File: src/rtl/setup_addr_filter_pkg.sv
package setup_addr_filter_pkg;
  // Strobes from the control to the datapath
  typedef struct packed {
    logic wrEn;    // write setup word into the staging slot selected by wordSel
    logic commit;  // copy staging table into live table
  } filtStrobes_t;
endpackage

File: src/rtl/setup_addr_filter_ctrl.sv
module setup_addr_filter_ctrl
  import setup_addr_filter_pkg::*;
#(
  parameter int NUM_WORDS = 48
) (
  input  logic                 clk,
  input  logic                 rstN,
  input  logic                 setupValid,
  input  logic                 setupLast,
  output filtStrobes_t         strb,
  output logic [NUM_WORDS-1:0] wordSel,
  output logic                 setupDone
);
  localparam int CNT_W = $clog2(NUM_WORDS + 1);
  localparam logic [CNT_W-1:0] CNT_FULL = CNT_W'(NUM_WORDS);
  localparam logic [CNT_W-1:0] CNT_LAST = CNT_W'(NUM_WORDS - 1);

  logic [CNT_W-1:0] wordCnt;   // saturates at NUM_WORDS: further words ignored
  logic             commitPend;

  always_comb begin
    strb.wrEn   = setupValid && (wordCnt < CNT_FULL);
    strb.commit = commitPend;
    wordSel     = {{(NUM_WORDS-1){1'b0}}, 1'b1} << wordCnt;
  end

  always_ff @(posedge clk) begin
    if (!rstN) begin
      wordCnt    <= '0;
      commitPend <= 1'b0;
      setupDone  <= 1'b0;
    end else begin
      commitPend <= setupValid && setupLast && (wordCnt == CNT_LAST);
      setupDone  <= commitPend;
      if (setupValid) begin
        if (setupLast)
          wordCnt <= '0;
        else if (wordCnt != CNT_FULL)
          wordCnt <= wordCnt + 1'b1;
      end
    end
  end
endmodule

File: src/rtl/setup_addr_filter_dp.sv
module setup_addr_filter_dp
  import setup_addr_filter_pkg::*;
#(
  parameter int NUM_ENTRIES = 16,
  parameter int WORD_W      = 32
) (
  input  logic                                 clk,
  input  logic                                 rstN,
  input  filtStrobes_t                         strb,
  input  logic [NUM_ENTRIES*3-1:0]             wordSel,
  input  logic [WORD_W-1:0]                    setupData,
  input  logic                                 chkValid,
  input  logic [47:0]                          chkAddr,
  input  logic                                 promisc,
  output logic                                 accept,
  output logic                                 acceptValid
);
  localparam int HALVES = 3;
  localparam int HALF_W = 16;
  localparam int ADDR_W = HALVES * HALF_W;

  logic [ADDR_W-1:0] stageQ [NUM_ENTRIES];
  logic [ADDR_W-1:0] tableQ [NUM_ENTRIES];
  logic [HALF_W-1:0] halfVal;
  logic [NUM_ENTRIES-1:0] hit;

  // earlier byte of the word (bits 7:0) becomes the upper byte of the part
  assign halfVal = {setupData[7:0], setupData[15:8]};

  always_ff @(posedge clk) begin
    if (!rstN) begin
      for (int e = 0; e < NUM_ENTRIES; e++) begin
        stageQ[e] <= '0;
        tableQ[e] <= '0;
      end
    end else begin
      for (int e = 0; e < NUM_ENTRIES; e++) begin
        for (int h = 0; h < HALVES; h++) begin
          if (strb.wrEn && wordSel[e*HALVES+h])
            stageQ[e][ADDR_W-1-h*HALF_W -: HALF_W] <= halfVal;
        end
        if (strb.commit)
          tableQ[e] <= stageQ[e];
      end
    end
  end

  genvar g;
  generate
    for (g = 0; g < NUM_ENTRIES; g++) begin : gen_cmp
      assign hit[g] = (tableQ[g] == chkAddr);
    end
  endgenerate

  always_ff @(posedge clk) begin
    if (!rstN) begin
      accept      <= 1'b0;
      acceptValid <= 1'b0;
    end else begin
      acceptValid <= chkValid;
      accept      <= chkValid && (promisc || (|hit));
    end
  end
endmodule

File: src/rtl/setup_addr_filter.sv
module setup_addr_filter
  import setup_addr_filter_pkg::*;
#(
  parameter int NUM_ENTRIES = 16,
  parameter int WORD_W      = 32
) (
  input  logic              clk,
  input  logic              rstN,
  input  logic              setupValid,
  input  logic              setupLast,
  input  logic [WORD_W-1:0] setupData,
  input  logic              chkValid,
  input  logic [47:0]       chkAddr,
  input  logic              promisc,
  output logic              accept,
  output logic              acceptValid,
  output logic              setupDone
);
  localparam int NUM_WORDS = NUM_ENTRIES * 3;

  filtStrobes_t         strb;
  logic [NUM_WORDS-1:0] wordSel;

  setup_addr_filter_ctrl #(.NUM_WORDS(NUM_WORDS)) ctrl_i (
    .clk(clk), .rstN(rstN), .setupValid(setupValid), .setupLast(setupLast),
    .strb(strb), .wordSel(wordSel), .setupDone(setupDone)
  );

  setup_addr_filter_dp #(.NUM_ENTRIES(NUM_ENTRIES), .WORD_W(WORD_W)) dp_i (
    .clk(clk), .rstN(rstN), .strb(strb), .wordSel(wordSel),
    .setupData(setupData), .chkValid(chkValid), .chkAddr(chkAddr),
    .promisc(promisc), .accept(accept), .acceptValid(acceptValid)
  );
endmodule

File: config.mk
export PLATFORM = sky130hd
export DESIGN_NAME = setup_addr_filter
export DESIGN_NICKNAME = d
export VERILOG_FILES = /design/src/rtl/setup_addr_filter_pkg.sv /design/src/rtl/setup_addr_filter_ctrl.sv /design/src/rtl/setup_addr_filter_dp.sv /design/src/rtl/setup_addr_filter.sv
export SDC_FILE = /design/constraint.sdc
export NUM_CORES = 2
export LEC_CHECK = 0
export BUFFER_PORTS_ARGS = -buffer_cell sky130_fd_sc_hd__buf_2
export CAP_MARGIN = 20
export CORE_ASPECT_RATIO = 1.5
export CORE_MARGIN = 2
export CORE_UTILIZATION = 40
export CTS_CLUSTER_SIZE = 25
export DETAILED_ROUTE_END_ITERATION = 10
export PLACE_DENSITY = 0.53
export SLEW_MARGIN = 30
export SYNTH_ARGS = -nofsm -noshare
export SYNTH_HDL_FRONTEND = slang
export SYNTH_HIERARCHICAL = 1
export SYNTH_SLANG_ARGS = --single-unit
File: constraint.sdc
create_clock -name clk -period 20.6 [get_ports clk]
set_input_delay 1.03 -clock clk [delete_from_list [all_inputs] [get_ports clk]]
set_output_delay 1.03 -clock clk [all_outputs]
set_load 0.005 [all_outputs]
======== Yosys cells after proc, flatten, opt, wreduce, memory -nomap -nowiden ========
Memory sizes are Yosys's and may differ from the RTL's.
Cells that the tools add are included.
operators by class
  equal/unequal tests ..................... 18
  mux-type cells .......................... 214
  divide/modulo/power cells ............... 0
  bitwise operators ....................... 64
  shift operators ......................... 1
  reduce and logical (&&, ||, !) cells .... 56
  multipliers ............................. 0
  add/subtract/negate cells ............... 1
  order comparisons ....................... 1
operators with widths
  operator                                           count
  equality test 48 bit                               16
  2-to-1 mux 16 bit                                  48
  2-to-1 mux 48 bit                                  16
  2-to-1 mux 1 bit                                   148
  OR 1 bit                                           64
  logical AND 1 bit                                  52
  left shift 1 x 6 -> 48 bit, first input constant   1
  OR reduction 16 bit                                1
  2-to-1 mux 6 bit                                   2
  adder 6 x 1 -> 6 bit, second input constant        1
  equality test 6 bit, second input constant         1
  less-than comparator 6 bit, second input constant  1
  inequality test 6 bit, second input constant       1
  AND reduction 2 bit                                1
  nonzero test 2 bit                                 1
  logical OR 1 bit                                   1
word-level totals
  input port bits ......................... 86
  bits in writable memories ............... 1536
  ROM bits ................................ 0
  memories ................................ 2
  bits in latches ......................... 0
  output and inout bits ................... 3
  word-level logic and storage cells ...... 362
  flip-flop bits (word level) ............. 10
memories
  name         depth  bits a word  rd ports  clocked after Yosys merged registers in  write ports  line                        RTL
  dp_i.stageQ  16     48           16        0                                        16           setup_addr_filter_dp.sv:22  logic [ADDR_W-1:0] stageQ [NUM_ENTRIES];
  dp_i.tableQ  16     48           16        0                                        16           setup_addr_filter_dp.sv:23  logic [ADDR_W-1:0] tableQ [NUM_ENTRIES];

======== Longest topological paths before layout ========
  depth after elaboration ................. 7
  gate-level depth with buffers ........... 9
  mapped depth without buffers ............ 7

======== Hierarchy ========
The synthesis kept the hierarchy.
by module, submodules not included
  module                  instances  sequential area each (um^2)  area an instance (um^2)  cells each
  setup_addr_filter_dp    1          46164.3                      63439.6                  4270
  setup_addr_filter_ctrl  1          160.2                        832.0                    133

======== Least setup slack after synthesis ========
No wires, ideal clock.
  kind .................................... flip-flop to flip-flop
  from .................................... register ctrl_i.commitPend
  to ...................................... memory dp_i/tableQ[0][0] (netlist name), enable pin
  buffers on the path ..................... 3
  slack ................................... 112 ps
  data required time ...................... 19321 ps
  data arrival time ....................... 19210 ps
  period minus slack after synthesis ...... 20488 ps
  cell stages (with the launch flop) ...... 5
  setup time .............................. 1279 ps
  path through ............................ dfxtp_1 -> buf_4 -> clkbuf_1 -> clkbuf_1 -> nand2b_1
RTL lines
  item                      line                          RTL
  start: declaration        setup_addr_filter_ctrl.sv:19  logic commitPend;
  start signal: assignment  setup_addr_filter_ctrl.sv:33  commitPend <= setupValid && setupLast && (wordCnt == CNT_LAST);
  end: declaration          setup_addr_filter_dp.sv:23

==> results.yml <==
synthesis:
  async_flop_share_pct: 0
  syn_inst: 4403
  yosysTopAreaCell: "edfxtp_1"
  synth_top_area_share_pct: 71.76
  synth_edf_count: 1536
  syn_avg_cell_area_um2: 14.60
  yosys-top-cells-count: "1536 x edfxtp_1, 522 x nor2_1, 490 x and3_1, 384 x xnor2_1, 384 x xor2_1"
  ys_seq_area_share_pct: 72.08
  synth_nets: 4495
  synthFlopType: "edfxtp_1"
  post_synth_instance_area_um2: 64270
  synth_area_leaders: "edfxtp_1 72%, xnor2_1 5.2%, xor2_1 5.2%, and3_1 4.8%, nor2_1 3.0%"
  ys_warn_count: 6
  ys_ff_latch: 1546
  yosys.cell_count.top_type: "edfxtp_1"
  synth_cell_types: 40
drt:
  ant_nets: 0
  postRouteWirelength_um: 195800
  wl_per_cell_um: 29.65
  first_iter_violations: 3415
  via_per_inst: 5.398
  drc_errors: 0
  dr.pass1.iters: 5
  via_count: 35660
placement:
  place_area_um2: 66430
  dp_hpwl_um: 101300
  place_ws_ns: 15.41
  numPortBuffers: 72
  globalplace.congestion: 0.7892
  dp_cells: 6348
floorplan:
  start_util_pct: 40.19
  dieArea_um2: 164000
  fp.coreArea_um2: 159900
  die_w_um: 331.3
  io-pin-count: 89
  fp.dieH_um: 494.9
  core.rowCount: 180
timing:
  slew_headroom_pct: 28.63
  fin_crit_ns: 3.688
  setup_viol: 0
  finalMaxSlewViolations: 0
  finalHoldViolations: 0
  worst_slew_pin_slew_ns: 1.071
  skew_ns: 0.02949
  fin_tns_setup_ns: 0
  finalCritPeriodShare_pct: 17.90
  rsz0062_at_grt: "false"
  setup_ws_ns: 16.91
  fmax_ghz: 0.2712
grt:
  grt_usage_pct: 23.64
  grt_max_degree: 217
  gr-total-overflow: 0
  grt_pass1_wl_um: 268400
  antenna_found_initial: 3
  grt_pass1_vias: 34330
clock_tree:
  clock_latency_ns: 0.77
  cts.sinks: 1546
  root_buffer: "clkbuf_16"
  cts_resized: 0
  holdBufCountCts: 0
  cts.path.max_buffers: 3
  cts_buffers: 144
  cts_tree: "built"
  post_cts_buffers: 0
  ctsHtreeMaxLevel: 4
  clkTransAtPathRegs_ns: 0.06
worst_setup_path:
  crit_required_ns: 21.02
  path_class: "reg2reg"
  crit_path_max_fanout: 95
  start_kind: "flop"
  arrival_ns: 4.11
  endpoint_kind: "flop"
hold_path:
  hp-class: "reg2reg"
finish:
  final_core_util_pct: 44.43
  fin_nets: 4496
  area_growth_pct: 10.55
  final_cells: 6606
  drive_gt1_share_pct: 9.264
  fin_area_um2: 71050
power_and_ir_drop:
  power.static_leakage_nw: 26.44
  p_per_area_nw_per_um2: 94.73
  ir_drop_mv: 0.07842
run:
  maxCapViolCount: 0
status:
  status: "completed"
sequential cells by signal, indices dropped and copies added, names as in the netlist:
register,count
ctrl_i/commitPend,1
ctrl_i/wordCnt,6
ctrl_i/setupDone,1
dp_i/acceptValid,1
dp_i/tableQ,768
dp_i/stageQ,768
dp_i/accept,1
power by group:
part	switching [mW]	leakage (nW)	total, mW	internal [mW]
clock network	1.16	2.21	2.63	1.47
logic	0.325	8.46	0.443	0.118
registers	0.0427	15.8	3.66	3.61
total	1.53	26.4	6.73	5.20
cells by family (layout without fill, tap and decap cells):
| kind of cell | Yosys count | count (layout) | synth area share [%] |
|---|---|---|---|
| buffers and inverters | 357 | 466 | 3.010 |
| adder cells (fa/ha/maj) | 6 | 6 | 0.1168 |
| multiplexers | 2 | 2 | 0.03115 |
| XOR/XNOR | 768 | 768 | 10.47 |
| AO/OA/AOI/OAI | 17 | 17 | 0.1888 |
| flip-flops | 1546 | 1546 | 72.08 |
| other | 0 | 1 | 0 |
| AND/OR/NAND/NOR | 1707 | 1707 | 14.11 |
cells in the final DEF (no fill, tap or decap), types with 2 or more instances in the layout:
master      count
buf_2          70
nor2_1        522
nand3_1         7
buf_12          4
buf_6           5
bufinv_16      11
nor4_1        118
dfxtp_1         9
o31a_1          3
inv_2           4
and2_1        290
ha_1            6
nor4_2          2
clkbuf_1       28
buf_4         107
nand2_2        18
a31oi_1         7
and3_1        490
nand2_1       110
buf_16          4
nand4_1       123
clkinvlp_4      5
inv_6           6
nor2b_1         5
mux2i_1         2
nor3_1         10
edfxtp_1     1536
xnor2_1       384
clkinv_1       31
inv_1          17
clkinv_2       22
or2_2           2
nand2b_1        4
xor2_1        384
clkbuf_16     151
per-layer routing:
metal	GRT usage, %	up-vias	wire (um)
met2	43.50	1062	103200
met3	3.015	292	9806
met5	0	-	7
met4	7.547	2	6403
met1	28.72	18700	76480
li1	-	15610	-
path summary, 6_finish.rpt:
check | start | to | slack [ns] | cells after the start
max | ctrl_i/commitPend | dp_i/tableQ[0][98] | 16.91 | 6
min | dp_i/stageQ[1][228] | dp_i/tableQ[1][228] | 0.51 | 1
max reg2reg | ctrl_i/commitPend | dp_i/tableQ[0][98] | 16.91 | 6
min reg2reg | dp_i/stageQ[1][228] | dp_i/tableQ[1][228] | 0.51 | 1
layout make-up:
cell class | instances | area, um^2
clock buffer | 179 | 3884
tap | 2093 | 2619
clock inverter | 75 | 646.9
antenna | 1 | 2.502
multi-input combinational | 2500 | 16080
timing repair buffer | 191 | 1415
fill | 14300 | 88850
inverter | 21 | 78.83
sequential | 1546 | 46330
per-stage QoR:
step | power, mW | hold slack [ns]
3_5_place_dp | 4.170 | 0.5091
3_3_place_gp | 4.159 | 0.5040
6_report | 6.730 | 0.5105
4_1_cts | 6.780 | 0.5113
2_1_floorplan | 4.035 | 0.4361
5_1_grt | 6.922 | 0.5231
critical path, stage by stage, from the launching register on:
cell and delay, ns:
dfxtp_4 0.63, nand2b_4 0.41, buf_12 0.41, buf_4 0.52, buf_12 0.30, buf_4 0.48, buf_16 0.29
No activity file was read; power rests on OpenSTA's default activity.
